File: src/rtl/mdu_pkg.sv
`timescale 1ns/1ps
package mdu_pkg;

  localparam int XLEN = 32;

  typedef enum logic [2:0] {
    OP_MUL    = 3'b000,
    OP_MULH   = 3'b001,
    OP_MULHSU = 3'b010,
    OP_MULHU  = 3'b011,
    OP_DIV    = 3'b100,
    OP_DIVU   = 3'b101,
    OP_REM    = 3'b110,
    OP_REMU   = 3'b111
  } md_op_e;

  // Product of two operands, each sign- or zero-extended by one bit.
  function automatic logic [XLEN-1:0] md_mul(input md_op_e op,
                                             input logic [XLEN-1:0] a,
                                             input logic [XLEN-1:0] b);
    logic               sa, sb;
    logic [XLEN:0]      ea, eb;
    logic signed [2*XLEN+1:0] prod;
    sa   = (op == OP_MULH) || (op == OP_MULHSU);
    sb   = (op == OP_MULH);
    ea   = {sa & a[XLEN-1], a};
    eb   = {sb & b[XLEN-1], b};
    prod = $signed(ea) * $signed(eb);
    if (op == OP_MUL) return prod[XLEN-1:0];
    return prod[2*XLEN-1:XLEN];
  endfunction

  // Magnitude of an operand (unchanged when treated as unsigned).
  function automatic logic [XLEN-1:0] md_mag(input logic [XLEN-1:0] x,
                                             input logic sgn);
    return (sgn && x[XLEN-1]) ? (~x + 1'b1) : x;
  endfunction

  // Final value once all quotient bits are known.
  function automatic logic [XLEN-1:0] md_fix(input logic [XLEN-1:0] quo,
                                             input logic [XLEN-1:0] rem,
                                             input logic want_rem,
                                             input logic neg_q,
                                             input logic neg_r,
                                             input logic by_zero,
                                             input logic [XLEN-1:0] dividend);
    if (by_zero) return want_rem ? dividend : '1;
    if (want_rem) return neg_r ? (~rem + 1'b1) : rem;
    return neg_q ? (~quo + 1'b1) : quo;
  endfunction

endpackage

File: src/rtl/mdu_decode.sv
`timescale 1ns/1ps
module mdu_decode
  import mdu_pkg::*;
#(
  parameter logic [6:0] GROUP_OPCODE = 7'b0110011,
  parameter logic [6:0] GROUP_FUNCT7 = 7'b0000001
) (
  input  logic [6:0] opcode,
  input  logic [6:0] funct7,
  input  logic [2:0] funct3,
  output logic       hit,
  output logic       is_div,
  output md_op_e     op
);
  always_comb begin
    hit    = (opcode == GROUP_OPCODE) && (funct7 == GROUP_FUNCT7);
    op     = md_op_e'(funct3);
    is_div = funct3[2];
  end
endmodule

File: src/rtl/mdu_mult.sv
`timescale 1ns/1ps
module mdu_mult
  import mdu_pkg::*;
(
  input  md_op_e          op,
  input  logic [XLEN-1:0] a,
  input  logic [XLEN-1:0] b,
  output logic [XLEN-1:0] value
);
  always_comb value = md_mul(op, a, b);
endmodule

File: src/rtl/mdu_div.sv
`timescale 1ns/1ps
module mdu_div
  import mdu_pkg::*;
#(
  parameter int ITER = XLEN
) (
  input  logic            clk,
  input  logic            rst_n,
  input  logic            load,
  input  md_op_e          op,
  input  logic [XLEN-1:0] a,
  input  logic [XLEN-1:0] b,
  output logic            busy,
  output logic            fin,
  output logic [XLEN-1:0] fin_value
);
  localparam int CW = $clog2(ITER) + 1;
  localparam logic [CW-1:0] LAST = CW'(ITER - 1);

  logic [XLEN-1:0] rem_q, quo_q, dvs_q, dvd_q;
  logic [CW-1:0]   cnt_q;
  logic            busy_q, neg_q, neg_r, want_rem_q, zero_q;

  logic            sgn;
  logic [XLEN:0]   shifted, diff;
  logic [XLEN-1:0] rem_nx, quo_nx;

  assign sgn = (op == OP_DIV) || (op == OP_REM);

  // One restoring step: shift in a dividend bit and try the subtraction.
  always_comb begin
    shifted = {rem_q, quo_q[XLEN-1]};
    diff    = shifted - {1'b0, dvs_q};
    if (!diff[XLEN]) begin
      rem_nx = diff[XLEN-1:0];
      quo_nx = {quo_q[XLEN-2:0], 1'b1};
    end else begin
      rem_nx = shifted[XLEN-1:0];
      quo_nx = {quo_q[XLEN-2:0], 1'b0};
    end
  end

  assign fin       = busy_q && (cnt_q == LAST);
  assign fin_value = md_fix(quo_nx, rem_nx, want_rem_q, neg_q, neg_r, zero_q, dvd_q);
  assign busy      = busy_q;

  always_ff @(posedge clk) begin
    if (!rst_n) begin
      busy_q     <= 1'b0;
      cnt_q      <= '0;
      rem_q      <= '0;
      quo_q      <= '0;
      dvs_q      <= '0;
      dvd_q      <= '0;
      neg_q      <= 1'b0;
      neg_r      <= 1'b0;
      want_rem_q <= 1'b0;
      zero_q     <= 1'b0;
    end else if (load && !busy_q) begin
      busy_q     <= 1'b1;
      cnt_q      <= '0;
      rem_q      <= '0;
      quo_q      <= md_mag(a, sgn);
      dvs_q      <= md_mag(b, sgn);
      dvd_q      <= a;
      neg_q      <= sgn && (a[XLEN-1] ^ b[XLEN-1]);
      neg_r      <= sgn && a[XLEN-1];
      want_rem_q <= op[1];
      zero_q     <= (b == '0);
    end else if (busy_q) begin
      rem_q  <= rem_nx;
      quo_q  <= quo_nx;
      cnt_q  <= cnt_q + 1'b1;
      if (fin) busy_q <= 1'b0;
    end
  end

  // a load always opens a fresh run from iteration zero
  p_load_starts_r9: assert property (@(posedge clk) disable iff (!rst_n)
    (load && !busy_q) |=> (busy_q && cnt_q == '0));

endmodule

File: src/rtl/mdu_top.sv
`timescale 1ns/1ps
module mdu_top
  import mdu_pkg::*;
(
  input  logic        clk,
  input  logic        rst_n,
  input  logic        start,
  input  logic [6:0]  opcode,
  input  logic [6:0]  funct7,
  input  logic [2:0]  funct3,
  input  logic [31:0] op_a,
  input  logic [31:0] op_b,
  output logic        busy,
  output logic        done,
  output logic [31:0] result
);
  localparam int ITER = XLEN;
  localparam int RW   = $clog2(ITER) + 2;

  logic            dec_hit, dec_div;
  md_op_e          dec_op;
  logic [XLEN-1:0] mul_value, div_value;
  logic            div_busy, div_fin;
  logic            accept, mul_acc, div_load;
  logic            done_q;
  logic [XLEN-1:0] result_q;

  mdu_decode u_dec (
    .opcode (opcode),
    .funct7 (funct7),
    .funct3 (funct3),
    .hit    (dec_hit),
    .is_div (dec_div),
    .op     (dec_op)
  );

  mdu_mult u_mul (
    .op    (dec_op),
    .a     (op_a),
    .b     (op_b),
    .value (mul_value)
  );

  mdu_div #(.ITER(ITER)) u_div (
    .clk       (clk),
    .rst_n     (rst_n),
    .load      (div_load),
    .op        (dec_op),
    .a         (op_a),
    .b         (op_b),
    .busy      (div_busy),
    .fin       (div_fin),
    .fin_value (div_value)
  );

  // Internal events brought out as named wires
  assign accept   = start && dec_hit && !div_busy;
  assign mul_acc  = accept && !dec_div;
  assign div_load = accept && dec_div;

  always_ff @(posedge clk) begin
    if (!rst_n) begin
      done_q   <= 1'b0;
      result_q <= '0;
    end else begin
      done_q <= mul_acc || div_fin;
      if (mul_acc)      result_q <= mul_value;
      else if (div_fin) result_q <= div_value;
    end
  end

  assign busy   = div_busy;
  assign done   = done_q;
  assign result = result_q;

  // Independent run-length counter of the busy window
  logic [RW-1:0] busy_run;
  always_ff @(posedge clk) begin
    if (!rst_n)    busy_run <= '0;
    else if (busy) busy_run <= busy_run + 1'b1;
    else           busy_run <= '0;
  end

  p_ignore_nonmatch_r1: assert property (@(posedge clk) disable iff (!rst_n)
    (start && !dec_hit && !busy) |=> (!done && !busy));

  p_mul_one_cycle_r8: assert property (@(posedge clk) disable iff (!rst_n)
    (start && dec_hit && !dec_div && !busy) |=> (done && !busy));

  p_div_enters_busy_r9: assert property (@(posedge clk) disable iff (!rst_n)
    (start && dec_hit && dec_div && !busy) |=> busy);

  p_busy_window_r9: assert property (@(posedge clk) disable iff (!rst_n)
    $fell(busy) |-> (done && busy_run == RW'(ITER)));

  p_done_not_busy_r9: assert property (@(posedge clk) disable iff (!rst_n)
    !(done && busy));

  p_result_holds_r11: assert property (@(posedge clk) disable iff (!rst_n)
    !done |-> $stable(result));

endmodule

File: config.mk
export PLATFORM = sky130hd
export DESIGN_NAME = mdu_top
export DESIGN_NICKNAME = d
export VERILOG_FILES = /design/src/rtl/mdu_pkg.sv /design/src/rtl/mdu_decode.sv /design/src/rtl/mdu_mult.sv /design/src/rtl/mdu_div.sv /design/src/rtl/mdu_top.sv
export SDC_FILE = /design/constraint.sdc
export NUM_CORES = 2
export LEC_CHECK = 0
export BUFFER_PORTS_ARGS = -buffer_cell sky130_fd_sc_hd__clkbuf_2
export CORE_MARGIN = 2
export CORE_UTILIZATION = 40
export CTS_BUF_LIST = sky130_fd_sc_hd__clkbuf_8
export DETAILED_ROUTE_END_ITERATION = 8
export GPL_TIMING_DRIVEN = 0
export PLACE_DENSITY_LB_ADDON = 0.25
export SYNTH_ARGS = -nofsm -noshare
export SYNTH_HDL_FRONTEND = slang
export SYNTH_SLANG_ARGS = --single-unit
File: constraint.sdc
create_clock -name clk -period 11.4 [get_ports clk]
set_input_delay 1.14 -clock clk [delete_from_list [all_inputs] [get_ports clk]]
set_output_delay 1.14 -clock clk [all_outputs]
set_load 0.05 [all_outputs]
# ---- Word-level counts from Yosys, hierarchy flattened
# Index checks and enable logic that the tools add are counted.
dict set report word_totals {
  reg_bits 172
  in_bits 84
  out_inout_bits 34
  elab_cells 78
}
dict set report op_classes {
  n_addsub 6
  multipliers 1
  eq_ne 7
  mux 24
  n_bitwise 8
  n_reduce_logical 20
}
# operator n
set op_table {}
lappend op_table {{32-bit two-way mux} 16}
lappend op_table {{32-bit by 1-bit adder with 32-bit output, second input constant} 4}
lappend op_table {{32-bit inverter} 4}
lappend op_table {{33-bit by 33-bit multiplier with 64-bit output} 1}
lappend op_table {{33-bit by 32-bit subtractor with 33-bit output} 1}
lappend op_table {{32-bit zero test} 1}
lappend op_table {{1-bit logical AND} 10}
lappend op_table {{1-bit two-way mux} 8}
lappend op_table {{7-bit by 1-bit == test with 1-bit output, second input constant} 1}
lappend op_table {{7-bit by 6-bit == test with 1-bit output, second input constant} 1}
lappend op_table {{6-bit by 1-bit adder with 6-bit output, second input constant} 1}
lappend op_table {{3-bit == test, second input constant} 2}
lappend op_table {{6-bit by 5-bit == test with 1-bit output, second input constant} 1}
lappend op_table {{2-bit nonzero test} 2}
lappend op_table {{3-bit by 1-bit == test with 1-bit output, second input constant} 1}
lappend op_table {{3-bit by 2-bit == test with 1-bit output, second input constant} 1}
lappend op_table {{3-bit zero test} 1}
lappend op_table {{1-bit logical OR} 3}
lappend op_table {{1-bit bitwise AND} 2}
lappend op_table {{1-bit zero test} 2}
lappend op_table {{2-bit OR reduction} 1}
lappend op_table {{1-bit inverter} 1}
lappend op_table {{1-bit XOR} 1}

# ---- Longest topological paths before layout
dict set report depth {
  word_depth 10
  ltp_mapped 33
  depth_no_buf 31
}

# ---- Modules after synthesis
# A second synthesis with hierarchy kept.
dict set report unflattened {
  cells_unflattened 6062
  area_unflattened_um2 51745.9
}
# module n_inst cells_each area_each_um2
set modules_own_cells {}
lappend modules_own_cells {mdu_mult 1 4330 38473.1}
lappend modules_own_cells {mdu_div 1 1575 11624.9}
lappend modules_own_cells {mdu_top 1 148 1577.8}
lappend modules_own_cells {mdu_decode 1 9 70.1}

# ---- Worst setup path before layout
# OpenSTA, ideal clock, no wires.
dict set report synth_timing {
  path_type {input to register}
  startpoint {input port op_a[31]}
  endpoint {register result_q[31] (netlist: result[31])}
  arrival_ps 8993
  setup_slack_ps 2273
  cell_stages 31
  n_path_buf 3
  path_cell_list {clkbuf_1 and3_1 clkbuf_1 nand2_1 inv_1 fa_1 inv_1 fa_1 inv_1 fa_1 inv_1 fa_1 inv_1 fa_1 fa_1 fa_1 inv_1 fa_1 inv_1 ha_1 clkbuf_1 o21a_1 nor2_1 or3_1 o21ai_0 a21oi_1 o21ai_1 a221o_1 a21oi_1 xnor2_1 o221ai_1}
}
dict set report synth_via {
  elab_chain_len 4
  word_cells_on_any_way 5
}
# element line_no
set synth_lines {}
lappend synth_lines {{start: declaration} mdu_top.sv:11} ;# input logic [31:0] op_a,
lappend synth_lines {{1-bit bitwise AND or 33-bit by 33-bit multiplier with 64-bit output (tied branches)} {mdu_pkg.sv:26, mdu_pkg.sv:28}}
lappend synth_lines {{33-bit by 33-bit multiplier with 64-bit output *} mdu_pkg.sv:28} ;# prod = $signed(ea) * $signed(eb);
lappend synth_lines {{32-bit two-way mux *} mdu_pkg.sv:30} ;# return prod[2*XLEN-1:XLEN];
lappend synth_lines {{32-bit two-way mux *} mdu_top.sv:67} ;# if (mul_acc) result_q <= mul_value;
lappend synth_lines {{end signal: assignment} mdu_top.sv:67}
lappend synth_lines {{end signal: assignment} mdu_top.sv:68} ;# else if (div_fin) result_q <= div_value;
lappend synth_lines {{end: declaration} mdu_top.sv:26} ;# logic [XLEN-1:0] result_q;
# Mark *: on every way between the ends. The rest lies on a longest branch, timed or not. The select of a mux whose other input is x is not followed.
# A chain may end at the register's enable or synchronous reset.

# ---- Final worst setup path
dict set report layout_timing {
  startpoint {input port op_a[15]}
  endpoint {register result_q[25] (netlist: result[25])}
}
dict set report layout_via {
  elab_chain_len 4
}
# element line_no
set layout_lines {}
lappend layout_lines {{33-bit by 33-bit multiplier with 64-bit output *} mdu_pkg.sv:28}
lappend layout_lines {{32-bit two-way mux} mdu_pkg.sv:29} ;# if (op == OP_MUL) return prod[XLEN-1:0];
lappend layout_lines {{32-bit two-way mux *} mdu_pkg.sv:30}
lappend layout_lines {{32-bit two-way mux *} mdu_top.sv:67}
# Marked as above.

==> results.md <==
* Run status: finished, violations left
* Violated checks: capacitance limit, slew limit, setup timing
* Pin count of the biggest net entering global routing at 25
* Final clock period utilization by the worst path at 101%
* Iteration-0 DRC count of the detailed router at 4862
* Port buffer count at 82
* Crit end category: flop
* Register area share after synthesis at 6.73%
* Maximum clock frequency at 86.5 MHz
* Maximum fanout encountered on the critical timing path at 10
* Most repeated cell in the gate-level netlist after synthesis: sky130_fd_sc_hd__inv_1
* Commonest register cell after synthesis: sky130_fd_sc_hd__dfxtp_1
* Number of flops mapped to enable cells by yosys at 0
* Clock tree buffer depth at 2
* Antenna-violating nets left at 0
* Share of synthesized registers carrying an async set or reset at 0%
* Count of fill cells added during filler insertion at 13000
* Number of pins with negative max-slew slack in the final report at 55
* Clock-pin slew of the registers on the worst-case setup and hold paths at 0.12 ns
* Clock skew at 0.0273 ns
* Proportion of layout cells with a drive suffix above 1 at 3.20%
* Hold crit path type: reg2reg
* WP data required at 11.86 ns
* Wire per inst at 27.4 um
* Max transition margin at -3.53%
* Placed wire-length estimate at 176000 um
* RSZ-0062 raised after global routing: no
* Sort of element at the start of the critical path: primary input
* Count of pins on the block boundary at 118
* Core Box Area at 127000 um2
* Number of buffers inserted during clock tree synthesis at 17
* Arrival time of the worst setup path at 12.02 ns
* Category of the most critical setup path: in2reg
* Synth unique cells at 96
* Reg-to-reg slack, setup at 5.15 ns
* Floorplan die width at 362 um
* CTS Root Buffer Type: sky130_fd_sc_hd__clkbuf_8
* Global Route Usage Sum at 32.9%
* Worst-Margin Slew at 1.55 ns
* Total length of routed wires at 213000 um
* Minimum clock period after layout at 11.56 ns
* Synth area leader: sky130_fd_sc_hd__fa_1
* Detailed-router iteration count before antenna repair at 7
* Number of violations of the max-capacitance limit at 5
* Synth Register Bits at 172
* Final count of hold timing violations at 0
* DRC errors left at 0
* Via count of the first global-routing pass at 45000
* CTS tree: built
* Synth Instances at 5986
* Post-Syn Area per Cell at 8.55 um2
* Row cnt at 131
* Setup Viol. Count Final at 1
* Top cells by area in the synthesized netlist: sky130_fd_sc_hd__fa_1 44%, sky130_fd_sc_hd__inv_1 9.1%, sky130_fd_sc_hd__nand2_1 7.5%, sky130_fd_sc_hd__dfxtp_1 6.7%, sky130_fd_sc_hd__ha_1 6.1%
* Final net count at 7547
* Clock latency on the worst-skew pair at 0.53 ns
* Die Span Y at 362 um
* Maximum level of the CTS H-tree at 4
* Gr ovfl total at 0
* Worst slack on hold paths at 0.478 ns
* Number of antenna violations at the first check in global routing at 21
* Synth-to-Final Area Change at 5.82%
* Count of warnings emitted by yosys at 0
* Top-area cell type share of the netlist area at 44.1%
* First-pass GRT wire length at 309000 um
* # hold bufs at CTS at 0
* Initial Util at 40.2%
* Synthesized cell area at 51200 um2
* Total setup buffers inserted after CTS at 0
* Leading cell types by count after synthesis: 1241 x sky130_fd_sc_hd__inv_1, 1126 x sky130_fd_sc_hd__fa_1, 1018 x sky130_fd_sc_hd__nand2_1, 327 x sky130_fd_sc_hd__and2_1, 315 x sky130_fd_sc_hd__clkbuf_1
* Via Count at 44000
* Die Outline Area at 131000 um2
* Mapped Nets at 7446
* Worst setup slack after layout at -0.158 ns
* Count of clock tree sinks at 172
* Final estimated routing congestion in global placement at 1.02
* Via density at 5.65
==> flip-flops by register name, indices dropped and copies added (netlist names) <==
| name | cells |
|---|---|
| u_div.want_rem_q | 1 |
| u_div.neg_r | 1 |
| u_div.busy | 1 |
| u_div.cnt_q | 6 |
| u_div.neg_q | 1 |
| u_div.dvd_q | 32 |
| u_div.quo_q | 32 |
| u_div.rem_q | 32 |
| u_div.dvs_q | 32 |
| result | 32 |
| done | 1 |
| u_div.zero_q | 1 |
==> cell type report <==
| cell class | count | area (um2) | share of cell area (%) |
|---|---|---|---|
| Antenna cell | 20 | 50.0 | 0.0925 |
| Buffer | 386 | 1500 | 2.77 |
| Clock buffer | 17 | 234 | 0.432 |
| Clock inverter | 15 | 165 | 0.305 |
| Inverter | 1243 | 4670 | 8.62 |
| Multi-Input combinational cell | 4184 | 41600 | 76.8 |
| Sequential cell | 172 | 3440 | 6.36 |
| Tap cell | 1662 | 2080 | 3.84 |
| Timing Repair Buffer | 83 | 425 | 0.786 |
==> worst max-delay path, stage by stage <==
cell and delay [ns]:
sky130_fd_sc_hd__clkbuf_2 0.13, sky130_fd_sc_hd__clkbuf_1 1.12, sky130_fd_sc_hd__clkbuf_1 0.92, sky130_fd_sc_hd__nand2_1 0.18, sky130_fd_sc_hd__fa_1 0.49, sky130_fd_sc_hd__fa_1 0.57
sky130_fd_sc_hd__inv_1 0.08, sky130_fd_sc_hd__fa_1 0.51, sky130_fd_sc_hd__fa_1 0.60, sky130_fd_sc_hd__fa_1 0.47, sky130_fd_sc_hd__fa_1 0.55, sky130_fd_sc_hd__inv_1 0.05
sky130_fd_sc_hd__fa_1 0.48, sky130_fd_sc_hd__inv_1 0.05, sky130_fd_sc_hd__fa_1 0.52, sky130_fd_sc_hd__ha_1 0.46, sky130_fd_sc_hd__and2_1 0.21, sky130_fd_sc_hd__and3_1 0.23
sky130_fd_sc_hd__a211oi_1 0.08, sky130_fd_sc_hd__o211ai_1 0.41, sky130_fd_sc_hd__nand4_1 0.21, sky130_fd_sc_hd__o21ai_0 0.45, sky130_fd_sc_hd__a31oi_1 0.18, sky130_fd_sc_hd__o311ai_0 0.94
sky130_fd_sc_hd__o21ai_0 0.31, sky130_fd_sc_hd__a21oi_1 0.43, sky130_fd_sc_hd__a21oi_1 0.10, sky130_fd_sc_hd__o21ai_1 0.11
==> cells by family after synthesis <==
family,synth area share (%)
fa+ha+maj,50.2
simple gates,16.0
mux,0.917
flops,6.73
compound gates,10.8
buf+inv,12.0
xor+xnor,3.37
==> repair_timing <==
item / 4_1_cts / 5_1_grt
endpoints found under the setup margin: 10 / 4
pin swaps: 0 / 0
gates resized for setup: 3 / 10
==> routing by layer <==
layer / track usage [%] / vias up / routed length [um]
met5: 0 / - / 95
li1: - / 18500 / -
met3: 6.81 / 535 / 21300
met4: 17.2 / 14 / 13400
met1: 43.8 / 22600 / 85100
met2: 50.5 / 2397 / 93300
==> worst paths after layout <==
check / from / endpoint / cells after the start
min reg2reg: u_div.dvd_q[3] / u_div.dvd_q[3] / 2
min: u_div.dvd_q[3] / u_div.dvd_q[3] / 2
max reg2reg: u_div.quo_q[31] / result[12] / 25
max: op_a[15] / result[25] / 28
==> per-stage QoR <==
step | area [um2] | setup slack [ns] | std cells | utilization, % | TNS [ns]
finish | 54100 | -0.158 | 7782 | 42.6 | -0.158
global route | 54100 | 0.0346 | 7765 | 42.5 | 0
CTS | 54000 | 0.0179 | 7761 | 42.5 | 0
detailed placement | 53600 | -1.32 | 7730 | 42.2 | -10.91
global placement | 53600 | -1.23 | 7730 | 42.2 | -9.84
floorplan | 51200 | 2.27 | 5986 | - | 0
==> cells in the final DEF, fill, tap and decap left out, drive strengths merged, types with 24 or more instances in the layout <==
| master | count |
|---|---|
| fa | 1126 |
| o211ai | 36 |
| nand4 | 24 |
| and2 | 327 |
| buf | 73 |
| nand3 | 44 |
| o211a | 45 |
| clkbuf | 413 |
| o21ai | 157 |
| a21o | 62 |
| xnor2 | 125 |
| a21boi | 48 |
| dfxtp | 172 |
| a21oi | 154 |
| ha | 250 |
| xor2 | 72 |
| nor3 | 59 |
| a211oi | 45 |
| or3 | 26 |
| nor2 | 166 |
| inv | 1252 |
| and3 | 24 |
| mux2i | 42 |
| nand2 | 1018 |
Power is not shown: default switching activity piles up to over one toggle a cycle in this logic, so the estimate is an artifact.
